`config.mk`:
```
export PLATFORM = sky130hd
export DESIGN_NAME = cs_decoder
export DESIGN_NICKNAME = d
export VERILOG_FILES = /design/src/rtl/cs_dec_pkg.sv /design/src/rtl/cs_cmd_decode.sv /design/src/rtl/cs_frame_fsm.sv /design/src/rtl/cs_reg_file.sv /design/src/rtl/cs_decoder.sv
export SDC_FILE = /design/constraint.sdc
export NUM_CORES = 1
export LEC_CHECK = 0
export ABC_AREA = 1
export ABC_CLOCK_PERIOD_IN_PS = 6800
export BUFFER_PORTS_ARGS = -buffer_cell sky130_fd_sc_hd__buf_2
export CAP_MARGIN = 20
export CORE_MARGIN = 10
export CORE_UTILIZATION = 28
export CTS_CLUSTER_SIZE = 14
export DETAILED_ROUTE_END_ITERATION = 8
export PLACE_DENSITY = 0.47
export SYNTH_ARGS = -nofsm -noshare
export SYNTH_HDL_FRONTEND = slang
export SYNTH_SLANG_ARGS = --single-unit
```
`constraint.sdc`:
```
create_clock -name clk -period 6.8 [get_ports clk]
set_input_delay 1.7 -clock clk [delete_from_list [all_inputs] [get_ports clk]]
set_output_delay 1.7 -clock clk [all_outputs]
set_load 0.02 [all_outputs]
```
`src/rtl/cs_dec_pkg.sv`:
```
package cs_dec_pkg;

    localparam int WORD_W  = 32;
    localparam int PARAM_W = 16;
    localparam int OPC_W   = 10;

    localparam logic [1:0] MODE_BARE = 2'b00;
    localparam logic [1:0] MODE_P32  = 2'b01;

    localparam logic [OPC_W-1:0] OPC_STOP      = 10'h000;
    localparam logic [OPC_W-1:0] OPC_DMA_START = 10'h010;
    localparam logic [OPC_W-1:0] OPC_DMA_WAIT  = 10'h011;
    localparam logic [OPC_W-1:0] OPC_KRN_WAIT  = 10'h012;
    localparam logic [OPC_W-1:0] OPC_SET_BASE  = 10'h100;

    localparam logic [PARAM_W-1:0] STOP_MARK    = 16'hFFFF;
    localparam logic [PARAM_W-1:0] DMA_WAIT_MAX = 16'd15;
    localparam logic [PARAM_W-1:0] KRN_WAIT_MAX = 16'd3;

    typedef enum logic [1:0] {
        ST_CMD,
        ST_PAY,
        ST_TRIG,
        ST_DONE
    } cs_state_e;

    typedef enum logic [2:0] {
        CK_SET,
        CK_PAY,
        CK_OP,
        CK_STOP,
        CK_BAD
    } cmd_kind_e;

endpackage

```
`src/rtl/cs_cmd_decode.sv`:
```
module cs_cmd_decode
    import cs_dec_pkg::*;
(
    input  logic [WORD_W-1:0]  word,
    output cmd_kind_e          kind,
    output logic [OPC_W-1:0]   opcode,
    output logic [PARAM_W-1:0] param,
    output logic [PARAM_W-1:0] cooked,
    output logic [11:0]        dma_chan,
    output logic [3:0]         dma_mode
);

    logic [1:0] mode;
    logic       unused_bits;

    assign mode        = word[15:14];
    assign opcode      = word[OPC_W-1:0];
    assign param       = word[31:16];
    assign unused_bits = ^word[13:10];
    assign dma_mode    = param[3:0];
    assign dma_chan    = param[15:4];

    always_comb begin
        unique case (mode)
            MODE_BARE: begin
                if (opcode >= OPC_SET_BASE)
                    kind = CK_SET;
                else if (opcode == OPC_STOP && param == STOP_MARK)
                    kind = CK_STOP;
                else
                    kind = CK_OP;
            end
            MODE_P32: kind = CK_PAY;
            default:  kind = CK_BAD;
        endcase
    end

    always_comb begin
        cooked = param;
        if (opcode == OPC_DMA_WAIT && param > DMA_WAIT_MAX)
            cooked = DMA_WAIT_MAX;
        else if (opcode == OPC_KRN_WAIT && param > KRN_WAIT_MAX)
            cooked = KRN_WAIT_MAX;
    end

endmodule

```
`src/rtl/cs_frame_fsm.sv`:
```
module cs_frame_fsm
    import cs_dec_pkg::*;
(
    input  logic      clk,
    input  logic      rst_n,
    input  logic      in_valid,
    input  logic      in_last,
    input  cmd_kind_e kind,
    input  logic      trig_ready,
    output cs_state_e st,
    output logic      in_ready,
    output logic      trig_valid,
    output logic      done,
    output logic      err_mode,
    output logic      err_trunc,
    output logic      do_set,
    output logic      do_pay,
    output logic      do_trig,
    output logic      hold_cmd
);

    cs_state_e nxt;
    logic      accept;
    logic      mode_hit;
    logic      trunc_hit;

    assign accept = in_valid && in_ready;

    // next-state and event decisions
    always_comb begin
        nxt       = st;
        do_set    = 1'b0;
        do_pay    = 1'b0;
        do_trig   = 1'b0;
        hold_cmd  = 1'b0;
        mode_hit  = 1'b0;
        trunc_hit = 1'b0;
        unique case (st)
            ST_CMD: begin
                if (accept) begin
                    unique case (kind)
                        CK_SET:  do_set = 1'b1;
                        CK_PAY: begin
                            if (in_last) begin
                                trunc_hit = 1'b1;
                            end else begin
                                hold_cmd = 1'b1;
                                nxt      = ST_PAY;
                            end
                        end
                        CK_OP: begin
                            do_trig = 1'b1;
                            nxt     = ST_TRIG;
                        end
                        CK_STOP: nxt = ST_DONE;
                        default: mode_hit = 1'b1;
                    endcase
                end
            end
            ST_PAY: begin
                if (accept) begin
                    do_pay = 1'b1;
                    nxt    = ST_CMD;
                end
            end
            ST_TRIG: begin
                if (trig_ready)
                    nxt = ST_CMD;
            end
            ST_DONE: nxt = ST_DONE;
            default: nxt = ST_CMD;
        endcase
    end

    // state register and sticky flags
    always_ff @(posedge clk) begin
        if (!rst_n) begin
            st        <= ST_CMD;
            err_mode  <= 1'b0;
            err_trunc <= 1'b0;
        end else begin
            st <= nxt;
            if (mode_hit)
                err_mode <= 1'b1;
            if (trunc_hit)
                err_trunc <= 1'b1;
        end
    end

    // state-derived outputs
    always_comb begin
        in_ready   = (st == ST_CMD) || (st == ST_PAY);
        trig_valid = (st == ST_TRIG);
        done       = (st == ST_DONE);
    end

    p_done_sticky_r7: assert property (@(posedge clk) disable iff (!rst_n)
        done |=> done && !in_ready);

    p_mode_sticky_r8: assert property (@(posedge clk) disable iff (!rst_n)
        err_mode |=> err_mode);

    p_trunc_sticky_r9: assert property (@(posedge clk) disable iff (!rst_n)
        err_trunc |=> err_trunc);

    p_trig_stall_r4: assert property (@(posedge clk) disable iff (!rst_n)
        (trig_valid && !trig_ready) |=> (trig_valid && !in_ready));

endmodule

```
`src/rtl/cs_reg_file.sv`:
```
module cs_reg_file
    import cs_dec_pkg::*;
#(
    parameter int NUM_REGS = 16,
    localparam int IDX_W   = $clog2(NUM_REGS)
) (
    input  logic               clk,
    input  logic               rst_n,
    input  logic               wr_en,
    input  logic               wr_space,
    input  logic [IDX_W-1:0]   wr_idx,
    input  logic [WORD_W-1:0]  wr_data,
    input  logic [PARAM_W-1:0] wr_extra,
    input  logic               rd_space,
    input  logic [IDX_W-1:0]   rd_idx,
    output logic [WORD_W-1:0]  rd_data,
    output logic [PARAM_W-1:0] rd_extra
);

    logic [PARAM_W-1:0] short_q [NUM_REGS];
    logic [WORD_W-1:0]  long_q  [NUM_REGS];
    logic [PARAM_W-1:0] side_q  [NUM_REGS];
    logic [NUM_REGS-1:0] hit;

    // one-hot write select per entry
    for (genvar g = 0; g < NUM_REGS; g++) begin : g_sel
        assign hit[g] = wr_en && (wr_idx == IDX_W'(g));
    end

    always_ff @(posedge clk) begin
        if (!rst_n) begin
            for (int i = 0; i < NUM_REGS; i++) begin
                short_q[i] <= '0;
                long_q[i]  <= '0;
                side_q[i]  <= '0;
            end
        end else begin
            for (int i = 0; i < NUM_REGS; i++) begin
                if (hit[i] && !wr_space)
                    short_q[i] <= wr_data[PARAM_W-1:0];
                if (hit[i] && wr_space) begin
                    long_q[i] <= wr_data;
                    side_q[i] <= wr_extra;
                end
            end
        end
    end

    always_comb begin
        if (rd_space) begin
            rd_data  = long_q[rd_idx];
            rd_extra = side_q[rd_idx];
        end else begin
            rd_data  = {{(WORD_W-PARAM_W){1'b0}}, short_q[rd_idx]};
            rd_extra = '0;
        end
    end

    p_onehot_sel_r2: assert property (@(posedge clk) disable iff (!rst_n)
        $onehot0(hit));

endmodule

```
`src/rtl/cs_decoder.sv`:
```
module cs_decoder
    import cs_dec_pkg::*;
#(
    parameter int NUM_REGS = 16,
    localparam int IDX_W   = $clog2(NUM_REGS)
) (
    input  logic               clk,
    input  logic               rst_n,
    input  logic               in_valid,
    output logic               in_ready,
    input  logic [31:0]        in_data,
    input  logic               in_last,
    output logic               wr_valid,
    output logic               wr_space,
    output logic [IDX_W-1:0]   wr_idx,
    output logic [31:0]        wr_data,
    output logic [15:0]        wr_extra,
    output logic               trig_valid,
    input  logic               trig_ready,
    output logic [9:0]         trig_op,
    output logic [15:0]        trig_param,
    output logic [11:0]        trig_dma_chan,
    output logic [3:0]         trig_dma_mode,
    input  logic               rd_space,
    input  logic [IDX_W-1:0]   rd_idx,
    output logic [31:0]        rd_data,
    output logic [15:0]        rd_extra,
    output logic               done,
    output logic               err_mode,
    output logic               err_trunc
);

    cmd_kind_e          dec_kind;
    logic [OPC_W-1:0]   dec_op;
    logic [PARAM_W-1:0] dec_param;
    logic [PARAM_W-1:0] dec_cooked;
    logic [11:0]        dec_chan;
    logic [3:0]         dec_mode;
    cs_state_e          st;
    logic               do_set, do_pay, do_trig, hold_cmd;
    logic [IDX_W-1:0]   held_idx;
    logic [PARAM_W-1:0] held_param;
    logic               fw_en, fw_space;
    logic [IDX_W-1:0]   fw_idx;
    logic [WORD_W-1:0]  fw_data;
    logic [PARAM_W-1:0] fw_extra;

    cs_cmd_decode u_dec (
        .word     (in_data),
        .kind     (dec_kind),
        .opcode   (dec_op),
        .param    (dec_param),
        .cooked   (dec_cooked),
        .dma_chan (dec_chan),
        .dma_mode (dec_mode)
    );

    cs_frame_fsm u_fsm (
        .clk        (clk),
        .rst_n      (rst_n),
        .in_valid   (in_valid),
        .in_last    (in_last),
        .kind       (dec_kind),
        .trig_ready (trig_ready),
        .st         (st),
        .in_ready   (in_ready),
        .trig_valid (trig_valid),
        .done       (done),
        .err_mode   (err_mode),
        .err_trunc  (err_trunc),
        .do_set     (do_set),
        .do_pay     (do_pay),
        .do_trig    (do_trig),
        .hold_cmd   (hold_cmd)
    );

    // write event for this cycle
    always_comb begin
        fw_en    = do_set || do_pay;
        fw_space = do_pay;
        fw_idx   = do_pay ? held_idx : dec_op[IDX_W-1:0];
        fw_data  = do_pay ? in_data : {{(WORD_W-PARAM_W){1'b0}}, dec_param};
        fw_extra = do_pay ? held_param : '0;
    end

    cs_reg_file #(.NUM_REGS(NUM_REGS)) u_regs (
        .clk      (clk),
        .rst_n    (rst_n),
        .wr_en    (fw_en),
        .wr_space (fw_space),
        .wr_idx   (fw_idx),
        .wr_data  (fw_data),
        .wr_extra (fw_extra),
        .rd_space (rd_space),
        .rd_idx   (rd_idx),
        .rd_data  (rd_data),
        .rd_extra (rd_extra)
    );

    always_ff @(posedge clk) begin
        if (!rst_n) begin
            wr_valid      <= 1'b0;
            wr_space      <= 1'b0;
            wr_idx        <= '0;
            wr_data       <= '0;
            wr_extra      <= '0;
            held_idx      <= '0;
            held_param    <= '0;
            trig_op       <= '0;
            trig_param    <= '0;
            trig_dma_chan <= '0;
            trig_dma_mode <= '0;
        end else begin
            wr_valid <= fw_en;
            if (fw_en) begin
                wr_space <= fw_space;
                wr_idx   <= fw_idx;
                wr_data  <= fw_data;
                wr_extra <= fw_extra;
            end
            if (hold_cmd) begin
                held_idx   <= dec_op[IDX_W-1:0];
                held_param <= dec_param;
            end
            if (do_trig) begin
                trig_op       <= dec_op;
                trig_param    <= dec_cooked;
                trig_dma_chan <= dec_chan;
                trig_dma_mode <= dec_mode;
            end
        end
    end

    p_trig_hold_r4: assert property (@(posedge clk) disable iff (!rst_n)
        (trig_valid && !trig_ready) |=> ($stable(trig_op) && $stable(trig_param)));

    p_pay_nowrite_r3: assert property (@(posedge clk) disable iff (!rst_n)
        (st == ST_PAY) |-> !wr_valid);

    p_bad_silent_r8: assert property (@(posedge clk) disable iff (!rst_n)
        (in_valid && in_ready && st == ST_CMD && dec_kind == CK_BAD) |=> (!wr_valid && !trig_valid));

    p_dma_wait_clamp_r6: assert property (@(posedge clk) disable iff (!rst_n)
        (trig_valid && trig_op == OPC_DMA_WAIT) |-> (trig_param <= DMA_WAIT_MAX));

    p_krn_wait_clamp_r6: assert property (@(posedge clk) disable iff (!rst_n)
        (trig_valid && trig_op == OPC_KRN_WAIT) |-> (trig_param <= KRN_WAIT_MAX));

endmodule

```
## Yosys cells after proc, flatten, opt, wreduce, memory -nomap -nowiden

Memory sizes are Yosys's and may differ from the RTL's.
Index checks and enable logic that the tools add are counted.

| operators by class | value |
|---|---|
| add/subtract/negate cells | 0 |
| divide/modulo/power cells | 0 |
| reductions and logical operators | 62 |
| multiply operators | 0 |
| multiplexer cells | 180 |
| bitwise operators | 48 |
| shifts and indexed selects | 0 |
| eq/ne operators | 30 |
| order comparisons | 3 |

Operators by type and width:

| operator | count |
|---|---|
| $mux 16 | 36 |
| $mux 32 | 18 |
| $mux 1 | 117 |
| $logic_and 1x1->1 | 52 |
| $or 1x1->1 | 48 |
| $eq 4x4->1 const B | 8 |
| $eq 10x5->1 const B | 2 |
| $eq 16x16->1 const B | 1 |
| $eq 4x3->1 const B | 4 |
| $gt 16x2->1 const B | 1 |
| $gt 16x4->1 const B | 1 |
| $ge 10x9->1 const B | 1 |
| $logic_not 10->1 | 1 |
| $eq 4x2->1 const B | 2 |
| $mux 2 | 4 |
| $pmux 2 s4 | 1 |
| $eq 3x2->1 const B | 2 |
| $ne 2x1->1 const B | 3 |
| $pmux 2 s3 | 1 |
| $pmux 3 s2 | 1 |
| $reduce_and 5->1 | 1 |
| $eq 2x1->1 const B | 2 |
| $eq 2x2->1 const B | 2 |
| $eq 4x1->1 const B | 1 |
| 11 further kinds | 13 |

| word-level totals | value |
|---|---|
| bits in writable memories | 1024 |
| latch bits | 0 |
| bits in registers | 120 |
| bits in read-only memories | 0 |
| memories | 3 |
| logic and storage cells | 340 |
| input port bits | 42 |

Memories:

| memory | words | width | read ports | clocked after Yosys merged registers in | write ports | line | source |
|---|---|---|---|---|---|---|---|
| u_regs.long_q | 16 | 32 | 1 | 0 | 16 | cs_reg_file.sv:21 | `logic [WORD_W-1:0] long_q [NUM_REGS];` |
| u_regs.short_q | 16 | 16 | 1 | 0 | 16 | cs_reg_file.sv:20 | `logic [PARAM_W-1:0] short_q [NUM_REGS];` |
| u_regs.side_q | 16 | 16 | 1 | 0 | 16 | cs_reg_file.sv:22 | `logic [PARAM_W-1:0] side_q [NUM_REGS];` |

## Depth between registers and ports, before layout

Gate-level depths: netlist of the first run.

| logic depth | value |
|---|---|
| word-level depth | 16 |
| mapped depth | 14 |

## Cells and area by module

A second synthesis of the first run with hierarchy kept.

| unflattened totals | value |
|---|---|
| cells, all modules | 5281 |
| area, all modules | 50762.4 µm² |

Modules (own cells, without submodules):

| module | area an instance (µm²) | cells an instance | sequential area each (µm²) | instances |
|---|---|---|---|---|
| cs_reg_file | 45179.6 | 4456 | 30749.5 | 1 |
| cs_decoder | 4553.1 | 639 | 2322.2 | 1 |
| cs_cmd_decode | 738.2 | 135 | 0.0 | 1 |
| cs_frame_fsm | 291.5 | 51 | 80.1 | 1 |

## Worst setup path after synthesis of the first run

Ideal clock, no wire load.

| timing path | value |
|---|---|
| path type | input port to flip-flop |
| from | input port in_valid |
| to | memory u_regs.long_q[14][0] (enable) |
| path buffers | 2 |
| slack | 102 ps |
| cell stages on the path | 10 |
| arrival | 6178 ps |
| required time | 6280 ps |
| cells stage by stage | inv_1 nor2_2 nand2_4 inv_4 nor2_2 buf_2 inv_1 clkbuf_1 nand3_1 o21ai_0 |

RTL lines:

| what | line | source |
|---|---|---|
| start, declared | cs_decoder.sv:9 | `input logic in_valid,` |
| end, declared | cs_reg_file.sv:21 |  |

## Final worst setup path of the first run

| timing path | value |
|---|---|
| from | input port rd_idx[0] |
| to | output port rd_data[16] |

| on the way | value |
|---|---|
| longest elaborated chain between the ends | 2 |

RTL lines:

| what | line | source |
|---|---|---|
| start, declared | cs_decoder.sv:25 | `input logic [IDX_W-1:0] rd_idx,` |
| $mem_v2 16x32 | -- |  |
| $mux 32 | cs_reg_file.sv:50 | `if (rd_space) begin` |
| end, declared | cs_decoder.sv:26 | `output logic [31:0] rd_data,` |

Every way passes these cells.

==> flow_metrics.py, run 1 <==
metrics = {
    "critical_path": {
        "maximum_fanout_along_the_worst_path": 76,
        "timing.critical_path.slowest_cell_delay_ps": 450,
        "timing.critical_path.to_type": "output port",
        "critPathLaunchType": "input pin",
        "critical_path_required_ps": 5100,
        "critPathArrivalTime_ps": 4260,
        "crit_buf_inv": 5,
        "worst_setup_path_category": "input pin to output port",
        "critical_path.cell_chain": "buf_8 -> inv_8 -> buf_12 -> buf_4 -> nor2_1 -> o221ai_1 -> o211ai_1 -> a21oi_1 -> buf_2",
        "crit_family": "buffers and inverters",
        "crit_path_top_delay_cell": "sky130_fd_sc_hd__inv_8",
    },
    "synth": {
        "synthesis.instances": 4324,
        "avgSynthCellArea_sq_um": 11.0,
        "post_synth_num_cell_types": 33,
        "synthesis_warning_total": 0,
        "ys.flop_type": "sky130_fd_sc_hd__edfxtp_1",
        "synthesis.area_sq_mm": 0.0477,
        "asyncSetResetFlopFracSynth_pct": 0,
        "synth.yosys.seq_area_share_pct": 69.4,
        "ys_ff_latch": 1144,
        "net_count_after_synthesis": 4366,
        "post_synth_edffs": 1024,
    },
    "cells_and_area": {
        "area.growth.synth_to_final_pct": 16.0,
        "nets": 4415,
        "fraction_of_the_core_area_covered_by_cells_at_the_end_of_the_flow_pct": 32.7,
        "proportion_of_layout_cells_with_a_drive_suffix_above_1_pct": 13.2,
        "most_frequent_standard_cell_in_the_layout_excluding_fill_and_tap_cells": "sky130_fd_sc_hd__nor2_1",
        "final_cell_mix": "sky130_fd_sc_hd__nor2_1, sky130_fd_sc_hd__edfxtp_1, sky130_fd_sc_hd__o21ai_0, sky130_fd_sc_hd__nand2_1, sky130_fd_sc_hd__o221ai_1",
        "fillerInstances": 17079,
        "stdcell_count": 6695,
    },
    "global_routing": {
        "grt_start_max_net_pins": 139,
        "grt_use_total_pct": 17.6,
        "grt_overflow_total": 0,
        "number_of_antenna_violations_at_the_first_check_in_global_routing": 1,
        "grt_pass1_wl_um": 245000,
        "grt_pass1_vias": 33635,
    },
    "power": {
        "total_leakage_power_nw": 19.4,
        "ir_worst_vdd_mv": 0.214,
        "p_int_mw": 12.1,
        "power_frac_seq_pct": 50.1,
        "p_comb_share_pct": 9.3,
        "netsw_mw": 4.07,
        "p_clk_share_pct": 40.6,
        "p_sw_share_pct": 25.2,
        "power_density_mw_per_mm2": 291,
    },
    "clock_network": {
        "cts_tree": "done",
        "clkTransAtPathRegs_ps": 60,
        "cts_sinks": 1144,
        "clock_insertion_delay_at_the_later_pin_of_the_skew_report_ps": 750,
        "h_tree_depth": 3,
        "clock_tree_root": "sky130_fd_sc_hd__clkbuf_16",
        "cts_resized": 0,
        "post-cts-setup-buffers": 0,
        "cts_hold_buffers": 0,
        "cts-buffers-inserted": 118,
        "clock_tree.buffer_depth": 3,
    },
    "floorplanning": {
        "placement_rows": 151,
        "floorplan.core_area_sq_mm": 0.169,
        "die-width_um": 433,
        "num_io_pins": 191,
        "die-area_sq_mm": 0.187,
        "floorplan.die.height_um": 433,
        "initial_core_util_pct": 28.2,
    },
    "timing": {
        "final_hold_viol_count": 0,
        "clock_tree_skew_after_final_layout_ps": 35.3,
        "finalCriticalPeriod_ps": 5960,
        "slew_headroom_pct": 31.0,
        "achievable-frequency_ghz": 0.168,
        "post-route-period-util_pct": 87.6,
        "final-setup-viol-count": 0,
        "transition_time_of_the_tightest_slew_check_pin_ps": 1030,
        "report.final.slew_viol_count": 0,
        "rsz_0062_raised_after_global_routing": "false",
        "setup_total_neg_slack_ps": 0,
        "layout_setup_ws_ps": 845,
    },
    "placement": {
        "number_of_instances_in_the_placed_design": 6471,
        "detailedPlacementHpwl_um": 96700,
        "place_congestion": 0.803,
        "port_buffers": 190,
        "pre_cts_slack_ps": 683,
    },
    "flow_run": {
        "max_cap_violations": 0,
    },
    "status": {
        "run_status": "completed",
    },
    "drt": {
        "drt_iter0_markers": 3749,
        "routedWlPerCell_um": 25.6,
        "post_route_drc_violation_count": 0,
        "drt-total-wl_um": 171000,
        "dr_total_vias": 34610,
        "route.antenna.remaining_nets": 0,
        "first_pass_iters": 5,
        "route.detailed.vias_per_inst": 5.17,
    },
    "worst_hold_path": {
        "hold_class": "flop to flop",
    },
}
-- worst register-to-register path: cells and delay by family (launching register included) --
family,cells,cell delay [ps]
compound gates,1,70
buf+inv,3,1170
flops,1,350
simple gates,7,1760
-- worst paths after layout --
path / slack [ps] / cells past startpoint / startpoint / to
setup / recovery: 840 / 9 / rd_idx[0] / rd_data[16]
hold / removal: 450 / 2 / trig_op[8] / trig_op[8]
setup reg to reg: 3050 / 11 / u_fsm.st[1] / u_regs.long_q[6][8]
hold reg to reg: 450 / 2 / trig_op[8] / trig_op[8]
-- cell usage after synthesis, types with 2 or more instances --
library cell,n,area [sq um]
sky130_fd_sc_hd__a31o_2,32,280
sky130_fd_sc_hd__nor2_1,1259,4730
sky130_fd_sc_hd__o21ai_0,595,2980
sky130_fd_sc_hd__dfxtp_1,120,2400
sky130_fd_sc_hd__buf_2,33,165
sky130_fd_sc_hd__o21ai_2,3,26.3
sky130_fd_sc_hd__clkbuf_1,336,1260
sky130_fd_sc_hd__nand2_1,286,1070
sky130_fd_sc_hd__and2_1,3,18.8
sky130_fd_sc_hd__buf_6,3,33.8
sky130_fd_sc_hd__o211ai_1,44,330
sky130_fd_sc_hd__inv_2,5,18.8
sky130_fd_sc_hd__nor3_1,6,30.0
sky130_fd_sc_hd__edfxtp_1,1024,30700
sky130_fd_sc_hd__nor2_2,7,43.8
sky130_fd_sc_hd__buf_4,4,30.0
sky130_fd_sc_hd__nand3b_1,3,22.5
sky130_fd_sc_hd__nand4_1,5,31.3
sky130_fd_sc_hd__a21oi_1,115,576
sky130_fd_sc_hd__clkinv_1,2,7.51
sky130_fd_sc_hd__o221ai_1,198,1730
sky130_fd_sc_hd__nand3_1,99,495
sky130_fd_sc_hd__o22ai_1,57,357
sky130_fd_sc_hd__buf_1,20,75.1
sky130_fd_sc_hd__inv_1,57,214
-- final cells by class --
cell class / instances / area (sq um) / area share [%]
antenna: 2 / 5.00 / 0.00904
timing repair buffer: 325 / 2370 / 4.28
tap: 2218 / 2780 / 5.01
inverter: 65 / 267 / 0.481
clock buffer: 168 / 3400 / 6.14
multi-input combinational: 2719 / 12900 / 23.4
clock inverter: 54 / 448 / 0.809
sequential: 1144 / 33200 / 59.9
-- cells by family (layout without fill, tap and decap cells) --
group | Yosys count | after routing | share of synthesized area (%)
other | 0 | 2 | 0
buffers and inverters | 461 | 612 | 3.79
AO/OA/AOI/OAI | 1046 | 1046 | 13.2
AND/OR/NAND/NOR | 1673 | 1673 | 13.6
flip-flops | 1144 | 1144 | 69.4
-- state kept, by name, indices dropped and copies added (netlist names) --
name / cells
wr_valid: 1
u_regs.short_q: 256
wr_data: 32
held_idx: 4
wr_extra: 16
wr_space: 1
u_fsm.err_trunc: 1
trig_op: 10
held_param: 16
u_fsm.st: 2
u_fsm.err_mode: 1
u_regs.long_q: 512
u_regs.side_q: 256
trig_param: 16
trig_dma_chan: 12
wr_idx: 4
trig_dma_mode: 4
-- stage by stage --
step                      power (mW)  hold WS [ps]  area (sq um)
final                           16.1           445         55400
after global placement          9.73           425         51500
after floorplan                 9.04           504         47700
after CTS                       16.2           448         55400
after global routing            16.6           472         55400
after detailed placement        9.74           438         51500
-- power groups by stage --
stage / combinational (mW) / sequential [mW] / clock [mW]
2_1_floorplan: 0.791 / 8.25 / 0
6_report: 1.50 / 8.08 / 6.55
3_5_place_dp: 1.51 / 8.23 / 0
4_1_cts: 1.51 / 8.08 / 6.65
5_1_grt: 1.62 / 8.11 / 6.92
3_3_place_gp: 1.51 / 8.23 / 0
-- layer usage --
| layer | vias up | share of wire (%) | track usage [%] |
|---|---|---|---|
| met5 | - | 0 | 0 |
| li1 | 15531 | - | - |
| met1 | 17630 | 43 | 23.6 |
| met4 | 0 | 2.8 | 5.00 |
| met3 | 253 | 5.9 | 2.78 |
| met2 | 1196 | 48 | 29.4 |
Power figures use the tool's default switching activity.
==> run 2, diff against run 1 <==
- CELL_PAD_IN_SITES_DETAIL_PLACEMENT: unset -> 0
- CELL_PAD_IN_SITES_GLOBAL_PLACEMENT: unset -> 1
- PLACE_DENSITY: 0.47 -> 0.55
- TNS_END_PERCENT: unset -> 10
==> flow_metrics.py, run 2 (same netlist as run 1, synthesis figures left out) <==
metrics = {
    "timing": {
        "achievable-frequency_ghz": 0.170,
        "setup_total_neg_slack_ps": 0,
        "transition_time_of_the_tightest_slew_check_pin_ps": 1050,
        "clock_tree_skew_after_final_layout_ps": 45.1,
        "report.final.slew_viol_count": 0,
        "slew_headroom_pct": 29.5,
        "final_hold_viol_count": 0,
        "finalCriticalPeriod_ps": 5870,
        "final-setup-viol-count": 0,
        "post-route-period-util_pct": 86.3,
        "rsz_0062_raised_after_global_routing": "false",
    },
    "critical_path": {
        "critPathArrivalTime_ps": 4170,
        "critPathLaunchType": "input pin",
        "critical_path_required_ps": 5100,
        "worst_setup_path_category": "input pin to output port",
        "maximum_fanout_along_the_worst_path": 95,
        "timing.critical_path.to_type": "output port",
    },
    "global_routing": {
        "grt_most_used_layer": "met2",
        "grt_overflow_total": 0,
        "grt_pass1_wl_um": 252000,
        "grt_start_max_net_pins": 158,
        "grt_use_total_pct": 18.2,
        "number_of_antenna_violations_at_the_first_check_in_global_routing": 3,
        "use_met2_pct": 30.2,
        "grt_util_met1_pct": 24.5,
        "grt_pass1_vias": 34154,
        "grtUsageMet3_pct": 2.67,
    },
    "clock_network": {
        "cts_tree": "done",
        "h_tree_depth": 4,
        "cts-buffers-inserted": 137,
        "cts_sinks": 1144,
        "clkTransAtPathRegs_ps": 60,
        "cts_resized": 0,
        "clock_tree_root": "sky130_fd_sc_hd__clkbuf_16",
        "cts_hold_buffers": 0,
        "post-cts-setup-buffers": 0,
        "clock_tree.buffer_depth": 3,
        "clock_insertion_delay_at_the_later_pin_of_the_skew_report_ps": 810,
    },
    "drt": {
        "routedWlPerCell_um": 26.1,
        "dr_total_vias": 34713,
        "route.detailed.vias_per_inst": 5.15,
        "route.antenna.remaining_nets": 0,
        "drt_iter0_markers": 3058,
        "post_route_drc_violation_count": 0,
        "first_pass_iters": 7,
        "drt-total-wl_um": 176000,
    },
    "power": {
        "power_density_mw_per_mm2": 299,
        "total_leakage_power_nw": 19.7,
        "ir_worst_vdd_mv": 0.272,
    },
    "placement": {
        "detailedPlacementHpwl_um": 102000,
        "place_congestion": 0.765,
        "port_buffers": 190,
        "post_dp_cell_area_sq_mm": 0.0517,
    },
    "cells_and_area": {
        "largest_register_ff_count": 512,
        "final_cell_mix": "sky130_fd_sc_hd__nor2_1, sky130_fd_sc_hd__edfxtp_1, sky130_fd_sc_hd__o21ai_0, sky130_fd_sc_hd__nand2_1, sky130_fd_sc_hd__o221ai_1",
        "nets": 4458,
        "top_regs": "u_regs.long_q x512, u_regs.short_q x256, u_regs.side_q x256",
        "layout.cell_area.non_filler_sq_mm": 0.0560,
        "proportion_of_layout_cells_with_a_drive_suffix_above_1_pct": 13.6,
        "most_frequent_standard_cell_in_the_layout_excluding_fill_and_tap_cells": "sky130_fd_sc_hd__nor2_1",
        "largest-register": "u_regs.long_q",
        "area.growth.synth_to_final_pct": 17.4,
    },
    "floorplanning": {
        "placement_rows": 151,
        "floorplan.core_area_sq_mm": 0.169,
        "num_io_pins": 191,
        "die-width_um": 433,
        "initial_core_util_pct": 28.2,
        "floorplan.die.height_um": 433,
        "die-area_sq_mm": 0.187,
    },
    "flow_run": {
        "max_cap_violations": 0,
    },
    "worst_hold_path": {
        "hold_class": "flop to flop",
    },
    "status": {
        "run_status": "completed",
    },
}
run 2: stage by stage:
| stage | utilization (%) | hold WS [ps] | std cells | power, mW | setup slack [ps] |
|---|---|---|---|---|---|
| after CTS | 33.1 | 443 | 6744 | 16.9 | 905 |
| after global placement | 30.5 | 427 | 6494 | 9.77 | 896 |
| after global routing | 33.1 | 457 | 6745 | 17.3 | 817 |
| after detailed placement | 30.5 | 432 | 6495 | 9.77 | 913 |
| after floorplan | - | 504 | 4324 | 9.04 | 102 |
| final | 33.1 | 439 | 6745 | 16.8 | 930 |
run 2: critical path, stage by stage:
cell                       delay, ps
sky130_fd_sc_hd__buf_8           170
sky130_fd_sc_hd__inv_8           550
sky130_fd_sc_hd__buf_12          290
sky130_fd_sc_hd__buf_4           230
sky130_fd_sc_hd__nor2_1           60
sky130_fd_sc_hd__o221ai_1        170
sky130_fd_sc_hd__o211ai_1        140
sky130_fd_sc_hd__a21oi_1         400
sky130_fd_sc_hd__buf_2           260
run 2: layout make-up:
type                    count  area, sq um
repair buffers            349         2580
clock buffers             192         3730
flip-flops and latches   1144        33200
clock inverters            57          614
multi-input cells        2719        12900
diodes                      1         2.50
inverters                  65          264
fillers                 16986       113000
well taps                2218         2780
run 2: path summary, 6_finish.rpt:
path	from	endpoint	slack [ps]	cells past startpoint
setup / recovery	rd_idx[0]	rd_extra[1]	930	9
hold / removal	trig_op[8]	trig_op[8]	440	2
setup reg to reg	u_fsm.st[1]	u_regs.long_q[9][16]	3050	9
hold reg to reg	trig_op[8]	trig_op[8]	440	2
run 2: power breakdown:
| part | switching [mW] | total (mW) | leakage [nW] | internal [mW] |
|---|---|---|---|---|
| Clock | 3.11 | 7.16 | 2.09 | 4.04 |
| Combinational | 1.17 | 1.53 | 6.12 | 0.360 |
| Sequential | 0.0948 | 8.08 | 11.5 | 7.99 |
| Total | 4.37 | 16.8 | 19.7 | 12.4 |
run 2: per-layer routing:
metal  share of wire [%]  wire, um
met3                 5.0      8730
met4                 2.7      4810
met1                  45     78600
met5                   0         0
met2                  48     83500
